===== config.mk =====
export PLATFORM = sky130hd
export DESIGN_NAME = ptp_event_stamper
export DESIGN_NICKNAME = d
export VERILOG_FILES = /design/src/rtl/ptp_ts_pkg.sv /design/src/rtl/ptp_evt_parser.sv /design/src/rtl/ptp_capture_bank.sv /design/src/rtl/ptp_event_stamper.sv
export SDC_FILE = /design/constraint.sdc
export NUM_CORES = 1
export LEC_CHECK = 0
export ABC_AREA = 1
export BUFFER_PORTS_ARGS = -buffer_cell sky130_fd_sc_hd__buf_2
export CAP_MARGIN = 30
export CORE_MARGIN = 10
export CORE_UTILIZATION = 58
export CTS_BUF_LIST = sky130_fd_sc_hd__clkbuf_4 sky130_fd_sc_hd__clkbuf_8
export CTS_CLUSTER_SIZE = 25
export DETAILED_ROUTE_END_ITERATION = 16
export GPL_TIMING_DRIVEN = 0
export HOLD_SLACK_MARGIN = 0.08
export PLACE_DENSITY = 0.87
export SKIP_LAST_GASP = 1
export SLEW_MARGIN = 10
export SYNTH_ARGS = -nofsm -noshare
export SYNTH_HDL_FRONTEND = slang
export SYNTH_HIERARCHICAL = 1
export SYNTH_SLANG_ARGS = --single-unit

===== constraint.sdc =====
create_clock -name clk -period 1.7 [get_ports clk]
set_input_delay 0.085 -clock clk [delete_from_list [all_inputs] [get_ports clk]]
set_output_delay 0.085 -clock clk [all_outputs]
set_load 0.02 [all_outputs]

===== src/rtl/ptp_ts_pkg.sv =====
package ptp_ts_pkg;

  typedef enum logic {DIR_RX = 1'b0, DIR_TX = 1'b1} dir_e;

  localparam int unsigned ETYPE_HI_POS = 12;
  localparam int unsigned ETYPE_LO_POS = 13;
  localparam int unsigned IP_VHL_POS   = 14;
  localparam int unsigned IP_PROTO_POS = 23;
  localparam int unsigned UDP_DPH_POS  = 36;
  localparam int unsigned UDP_DPL_POS  = 37;
  localparam int unsigned UUID_FIRST   = 64;
  localparam int unsigned UUID_LAST    = 69;
  localparam int unsigned SEQ_FIRST    = 72;
  localparam int unsigned SEQ_LAST     = 73;
  localparam int unsigned CTRL_POS     = 74;

  localparam logic [7:0] CTRL_SYNC = 8'd0;
  localparam logic [7:0] CTRL_DREQ = 8'd1;

  // Transmit+master and receive+slave both look for Sync; the other two pairs look for Delay_Req.
  function automatic logic [7:0] role_ctrl(dir_e d, logic master);
    return ((d == DIR_TX) == master) ? CTRL_SYNC : CTRL_DREQ;
  endfunction

  // Tells whether the byte at a given offset meets the qualification rule for that offset.
  function automatic logic hdr_byte_ok(int unsigned pos, logic [7:0] d,
                                       logic [7:0] ctrl, logic [15:0] port);
    logic ok;
    case (pos)
      ETYPE_HI_POS: ok = (d == 8'h08);
      ETYPE_LO_POS: ok = (d == 8'h00);
      IP_VHL_POS:   ok = (d == 8'h45);
      IP_PROTO_POS: ok = (d == 8'd17);
      UDP_DPH_POS:  ok = (d == port[15:8]);
      UDP_DPL_POS:  ok = (d == port[7:0]);
      CTRL_POS:     ok = (d == ctrl);
      default:      ok = 1'b1;
    endcase
    return ok;
  endfunction

endpackage


===== src/rtl/ptp_evt_parser.sv =====
module ptp_evt_parser
  import ptp_ts_pkg::*;
#(
  parameter int TIME_W   = 64,
  parameter int POS_W    = 7,
  parameter int UUID_W   = 48,
  parameter int SEQ_W    = 16,
  parameter logic [15:0] EVT_PORT = 16'd319
) (
  input  logic              clk,
  input  logic              rst_n,
  input  logic              s_valid,
  input  logic              s_sof,
  input  logic              s_eof,
  input  logic [7:0]        s_data,
  input  logic [7:0]        want_ctrl,
  input  logic [TIME_W-1:0] time_now,
  output logic              commit,
  output logic [TIME_W-1:0] pend_time,
  output logic [UUID_W-1:0] pend_uuid,
  output logic [SEQ_W-1:0]  pend_seq
);

  localparam logic [POS_W-1:0] POS_MAX = {POS_W{1'b1}};

  logic [POS_W-1:0] idx;
  logic [POS_W-1:0] pos;
  logic             in_frame;
  logic             hdr_ok;
  logic             beat;
  logic             ok_next;
  logic             long_enough;

  assign pos         = s_sof ? '0 : idx;
  assign beat        = s_valid && (s_sof || in_frame);
  assign ok_next     = (s_sof ? 1'b1 : hdr_ok) &&
                       hdr_byte_ok(int'(pos), s_data, want_ctrl, EVT_PORT);
  assign long_enough = (int'(pos) >= int'(CTRL_POS));

  always_ff @(posedge clk) begin
    if (!rst_n) begin
      idx       <= '0;
      in_frame  <= 1'b0;
      hdr_ok    <= 1'b0;
      commit    <= 1'b0;
      pend_time <= '0;
      pend_uuid <= '0;
      pend_seq  <= '0;
    end else begin
      commit <= 1'b0;
      if (beat) begin
        idx      <= (pos == POS_MAX) ? pos : pos + 1'b1;
        in_frame <= !s_eof;
        hdr_ok   <= ok_next;
        if (s_sof) pend_time <= time_now;
        if (int'(pos) >= int'(UUID_FIRST) && int'(pos) <= int'(UUID_LAST))
          pend_uuid <= {pend_uuid[UUID_W-9:0], s_data};
        if (int'(pos) >= int'(SEQ_FIRST) && int'(pos) <= int'(SEQ_LAST))
          pend_seq <= {pend_seq[SEQ_W-9:0], s_data};
        commit <= s_eof && ok_next && long_enough;
      end
    end
  end


  commit_after_eof_chk: assert property (@(posedge clk) disable iff (!rst_n)
    commit |-> $past(s_valid && s_eof));

endmodule


===== src/rtl/ptp_capture_bank.sv =====
module ptp_capture_bank #(
  parameter int TIME_W = 64,
  parameter int UUID_W = 48,
  parameter int SEQ_W  = 16
) (
  input  logic              clk,
  input  logic              rst_n,
  input  logic              commit,
  input  logic [TIME_W-1:0] pend_time,
  input  logic [UUID_W-1:0] pend_uuid,
  input  logic [SEQ_W-1:0]  pend_seq,
  input  logic              flag_clr,
  input  logic              ovr_clr,
  output logic [TIME_W-1:0] cap_time,
  output logic [UUID_W-1:0] cap_uuid,
  output logic [SEQ_W-1:0]  cap_seq,
  output logic              flag,
  output logic              ovr
);

  always_ff @(posedge clk) begin
    if (!rst_n) begin
      cap_time <= '0;
      cap_uuid <= '0;
      cap_seq  <= '0;
      flag     <= 1'b0;
      ovr      <= 1'b0;
    end else begin
      if (commit) begin
        cap_time <= pend_time;
        cap_uuid <= pend_uuid;
        cap_seq  <= pend_seq;
      end
      flag <= commit || (flag && !flag_clr);
      if (commit && flag && !flag_clr) ovr <= 1'b1;
      else if (ovr_clr)                ovr <= 1'b0;
    end
  end


  flag_rise_chk: assert property (@(posedge clk) disable iff (!rst_n)
    $rose(flag) |-> $past(commit));


  flag_clear_chk: assert property (@(posedge clk) disable iff (!rst_n)
    (flag_clr && !commit) |=> !flag);


  ovr_rise_chk: assert property (@(posedge clk) disable iff (!rst_n)
    $rose(ovr) |-> $past(flag && commit));


  hold_chk: assert property (@(posedge clk) disable iff (!rst_n)
    !commit |=> $stable(cap_time) && $stable(cap_seq) && $stable(cap_uuid));

endmodule


===== src/rtl/ptp_event_stamper.sv =====
module ptp_event_stamper
  import ptp_ts_pkg::*;
#(
  parameter int TIME_W = 64,
  parameter int UUID_W = 48,
  parameter int SEQ_W  = 16,
  parameter logic [15:0] EVT_PORT = 16'd319
) (
  input  logic              clk,
  input  logic              rst_n,
  input  logic              ptp_master,
  input  logic [TIME_W-1:0] time_now,
  input  logic              rx_valid,
  input  logic              rx_sof,
  input  logic              rx_eof,
  input  logic [7:0]        rx_data,
  input  logic              tx_valid,
  input  logic              tx_sof,
  input  logic              tx_eof,
  input  logic [7:0]        tx_data,
  input  logic [1:0]        irq_clr,
  input  logic [1:0]        ovr_clr,
  output logic [TIME_W-1:0] rx_cap_time,
  output logic [UUID_W-1:0] rx_cap_uuid,
  output logic [SEQ_W-1:0]  rx_cap_seq,
  output logic              rx_irq,
  output logic              rx_ovr,
  output logic [TIME_W-1:0] tx_cap_time,
  output logic [UUID_W-1:0] tx_cap_uuid,
  output logic [SEQ_W-1:0]  tx_cap_seq,
  output logic              tx_irq,
  output logic              tx_ovr
);

  localparam int N_DIR = 2;
  localparam int POS_W = $clog2(CTRL_POS + 2);

  logic [N_DIR-1:0]       d_valid, d_sof, d_eof, d_commit, d_irq, d_ovr;
  logic [7:0]             d_data  [N_DIR];
  logic [TIME_W-1:0]      p_time  [N_DIR];
  logic [UUID_W-1:0]      p_uuid  [N_DIR];
  logic [SEQ_W-1:0]       p_seq   [N_DIR];
  logic [TIME_W-1:0]      c_time  [N_DIR];
  logic [UUID_W-1:0]      c_uuid  [N_DIR];
  logic [SEQ_W-1:0]       c_seq   [N_DIR];

  assign d_valid = {tx_valid, rx_valid};
  assign d_sof   = {tx_sof,   rx_sof};
  assign d_eof   = {tx_eof,   rx_eof};
  assign d_data[DIR_RX] = rx_data;
  assign d_data[DIR_TX] = tx_data;

  for (genvar d = 0; d < N_DIR; d++) begin : g_dir
    logic [7:0] want;
    assign want = role_ctrl(dir_e'(d), ptp_master);

    ptp_evt_parser #(
      .TIME_W(TIME_W), .POS_W(POS_W), .UUID_W(UUID_W),
      .SEQ_W(SEQ_W), .EVT_PORT(EVT_PORT)
    ) i_parse (
      .clk(clk), .rst_n(rst_n),
      .s_valid(d_valid[d]), .s_sof(d_sof[d]), .s_eof(d_eof[d]), .s_data(d_data[d]),
      .want_ctrl(want), .time_now(time_now),
      .commit(d_commit[d]), .pend_time(p_time[d]),
      .pend_uuid(p_uuid[d]), .pend_seq(p_seq[d])
    );

    ptp_capture_bank #(
      .TIME_W(TIME_W), .UUID_W(UUID_W), .SEQ_W(SEQ_W)
    ) i_bank (
      .clk(clk), .rst_n(rst_n),
      .commit(d_commit[d]), .pend_time(p_time[d]),
      .pend_uuid(p_uuid[d]), .pend_seq(p_seq[d]),
      .flag_clr(irq_clr[d]), .ovr_clr(ovr_clr[d]),
      .cap_time(c_time[d]), .cap_uuid(c_uuid[d]), .cap_seq(c_seq[d]),
      .flag(d_irq[d]), .ovr(d_ovr[d])
    );
  end

  assign rx_cap_time = c_time[DIR_RX];
  assign rx_cap_uuid = c_uuid[DIR_RX];
  assign rx_cap_seq  = c_seq[DIR_RX];
  assign rx_irq      = d_irq[DIR_RX];
  assign rx_ovr      = d_ovr[DIR_RX];
  assign tx_cap_time = c_time[DIR_TX];
  assign tx_cap_uuid = c_uuid[DIR_TX];
  assign tx_cap_seq  = c_seq[DIR_TX];
  assign tx_irq      = d_irq[DIR_TX];
  assign tx_ovr      = d_ovr[DIR_TX];

endmodule


==> impl_metrics.csv <==
group,metric,value,unit
status,status,"finished, violations left",
status,violations,"negative setup slack",
clock_network,cts_buffer_depth,3,
timing,finalWorstSetupSlack,-0.106,ns
final_layout,stdcell_count,3679,
synth,netlist_area,0.0205,mm²
timing,fmax,554,MHz
timing,drv_slew,0,
timing,slew_headroom,0.273,
pwr,seq_power_share,0.499,
global_routing,grt_max_degree,13,
floorplanning,ios,353,
placed_design,gp_congestion,0.882,
clock_network,worstSkewPairLatency,0.64,ns
final_layout,final_nets,3247,
critical_path,r2r-end,"g_dir[0].i_parse/pend_uuid[22]$_SDFFE_PN0P_",
floorplanning,die_w,208,µm
timing,period_needed,1.81,ns
critical_path,cp.required,2.27,ns
timing,final-hold-violation-count,0,
pwr,internal_power,19.8,mW
hold_path,hold-path-cell-count,4,
critical_path,critPathArrivalTime,2.38,ns
clock_network,cts_max_level,3,
drt,detail-route-antenna-nets,0,
synth,syn_inst,2556,
clock_network,cts-buffers-inserted,83,
critical_path,endpoint_kind,"flop",
critical_path,reg2reg_slack,-0.11,ns
timing,worst_pin_slew,1.09,ns
timing,finClkSkew,0.0348,ns
hold_path,min_to,"g_dir[0].i_parse/hdr_ok$_SDFFE_PN0P_",
pwr,powerDensity,943,mW/mm²
timing,setup_viol,76,
final_layout,fin_area,0.0274,mm²
pwr,p_sw_frac,0.233,
hold_path,hold_path.class,"input pin to flop",
pwr,p_sw,6.01,mW
placed_design,dp_slack,-0.496,ns
pwr,clkPwrFrac,0.452,
synth,synth-seq-area-share,0.523,
synth,syn_avg_cell_area,8.03,µm²
final_layout,area_delta_synth_final,33.5,%
drt,first_pass_iters,6,
floorplanning,die_h,208,µm
drt,num_vias,20700,
drt,dr.first_iter.drc_count,1922,
global_routing,grt_first_pass_wirelength,105000,µm
global_routing,grt_pass1_vias,19700,
clock_network,cts_root_buffer,"clkbuf_8",
synth,async_reset_ff_frac,0,
synth,synth_edf_count,0,
critical_path,crit_type,"flop to flop",
synth,yosys_warnings,6,
pwr,power.leakage,13.2,nW
drt,routed_wl,71700,µm
timing,whs,0.129,ns
synth,ys_seq_elements,536,
final_layout,drive_gt1_frac,0.328,
timing,period_share,1.06,
pwr,ir_drop,0.000918,V
global_routing,grt_usage,0.293,
drt,vias_per_cell,5.63,
clock_network,cts_num_sinks,536,
pwr,pwr-share-comb,0.049,
run,max_cap_violations,0,
hold_path,worstHoldStart,"rst_n",
critical_path,timing.rr.start,"g_dir[0].i_parse/idx[4]$_SDFFE_PN0P_",
floorplanning,coreArea,0.0347,mm²
clock_network,cts_tree,"built",
synth,synth-main-ff-cell,"dfxtp_1",
global_routing,antenna_found_initial,6,
synth,post_synth_num_cell_types,37,
global_routing,overflow,0,
drt,drc_errors,0,
floorplanning,die_area,0.0433,mm²
placed_design,hpwl,45100,µm
placed_design,placed_cells,3375,
critical_path,start_kind,"flop",
pwr,p_total,25.8,mW
floorplanning,rows,68,
timing,rsz0062_at_grt,"true",
drt,wl_per_cell,19.5,µm
placed_design,portBuffers,351,
critical_path,path_max_fanout,5,
clock_network,path_clk_slew,0.07,ns
placed_design,placed_cell_area,0.0229,mm²
critical_path,worstRegToRegCells,10,
floorplanning,start_util,0.591,
[registers in the layout (all words and copies together), names as in the netlist, 14 cells and up]
| name | count |
|---|---|
| g_dir.i_parse/pend_uuid | 96 |
| g_dir.i_bank/cap_time | 128 |
| g_dir.i_bank/cap_uuid | 96 |
| g_dir.i_parse/idx | 14 |
| g_dir.i_parse/pend_seq | 32 |
| g_dir.i_parse/pend_time | 128 |
| g_dir.i_bank/cap_seq | 32 |
[worst max-delay path, cell delays in order (launching register included)]
cell and delay, ns:
dfxtp_4 0.37, nand2_4 0.11, o21ai_4 0.08, buf_4 0.15, o31ai_4 0.23, nand2_2 0.14, clkinv_4 0.12, clkbuf_16 0.17
clkbuf_16 0.17, nor2_4 0.03, nor2_1 0.15
[layout by cell type (no fill, tap or decap), types with 8 or more instances in the layout]
cell type,count
clkbuf_16,10
clkbuf_8,119
dfxtp_4,9
clkbuf_1,64
a21oi_2,15
clkbuf_4,24
o21ai_0,410
nor2_4,55
nand2_2,19
buf_8,11
inv_2,15
nor2_2,223
a21oi_1,43
nor2_1,696
inv_1,69
buf_6,26
nand3_1,55
dlygate4sd3_1,99
o21ai_2,26
o21ai_1,81
buf_12,26
nand2_1,80
buf_4,30
nand3_2,8
dfxtp_1,522
buf_2,386
conb_1,14
[cells by family (layout without fill, tap and decap cells)]
group | after synthesis | count (layout) | synth area share
flops | 536 | 536 | 0.523
simple gates | 1162 | 1162 | 0.251
compound gates | 596 | 596 | 0.149
other cells | 1 | 21 | 0.000183
xor+xnor | 4 | 4 | 0.00171
buf+inv | 257 | 905 | 0.0757
[metal layers]
layer | vias up | track usage | share of wire
met3 | 285 | 0.0734 | 0.094
li1 | 9463 | - | -
met1 | 9758 | 0.353 | 0.39
met4 | 2 | 0.169 | 0.058
met5 | - | 0 | 0.00021
met2 | 1203 | 0.469 | 0.46
[worst max path at each step]
stage,startpoint,to,slack (ns),depth (start not counted)
after detailed placement,g_dir[1].i_parse/in_frame$_SDFFE_PN0P_,g_dir[1].i_parse/pend_time[47]$_SDFFE_PN0P_,-0.50,7
after floorplan,g_dir[0].i_parse/idx[6]$_SDFFE_PN0P_,g_dir[0].i_parse/pend_uuid[15]$_SDFFE_PN0P_,0.12,12
after global placement,g_dir[1].i_parse/in_frame$_SDFFE_PN0P_,g_dir[1].i_parse/pend_time[53]$_SDFFE_PN0P_,-0.48,7
after global routing,g_dir[0].i_parse/idx[6]$_SDFFE_PN0P_,g_dir[0].i_parse/pend_uuid[18]$_SDFFE_PN0P_,-0.19,11
after CTS,g_dir[0].i_parse/idx[6]$_SDFFE_PN0P_,g_dir[0].i_parse/hdr_ok$_SDFFE_PN0P_,-0.03,16
final,g_dir[0].i_parse/idx[4]$_SDFFE_PN0P_,g_dir[0].i_parse/pend_uuid[22]$_SDFFE_PN0P_,-0.11,10
[power groups by stage]
stage	Clock, mW	Sequential, mW	Combinational (mW)
finish	11.7	12.9	1.26
global route	12.4	12.9	1.35
CTS	11.7	12.9	1.16
detailed placement	0	13.2	0.920
global placement	0	13.2	0.887
floorplan	0	13.1	0.537
[timing repair]
| action | 4_1_cts | 5_1_grt |
|---|---|---|
| buffers inserted | 15 | 20 |
| hold buffers | 99 | 2 |
| gates resized for setup | 108 | 302 |
| endpoints found under the hold margin | 305 | 4 |
| cloned | 3 | 13 |
| pin swaps | 16 | 82 |
| setup endpoints to repair | 270 | 255 |
[cells in the mapped netlist, types with 6 or more instances]
cell      instances  area (µm²)
buf_6            18         203
o21ai_1          40         200
nand2_2          10        62.6
buf_12           22         440
a21oi_1          54         270
nand3_2           6        60.1
nor2_4            8        90.1
nor3_1            6        30.0
nor2_2          204        1280
inv_2             6        22.5
nand2_1          94         353
dfxtp_1         536       10700
o21ai_0         484        2420
clkbuf_1         80         300
nor2_1          762        2860
nand3_1          58         290
inv_1            79         297
buf_2            42         210
[area by class of cell]
type	count	area, µm²
Fill cell	2144	7330
Multi-Input combinational cell	1776	9050
Antenna cell	7	17.5
Buffer	168	1380
Sequential cell	536	10800
Clock inverter	10	60.1
Tap cell	455	569
Clock buffer	138	1770
Timing Repair Buffer	500	3400
Inverter	89	358
[metrics by stage]
step	TNS, ns	util
finish	-2.72	0.789
global route	-10.37	0.789
CTS	-0.267	0.753
detailed placement	-70.56	0.659
global placement	-65.63	0.659
floorplan	0	-
(Power assumes the default switching activity.)
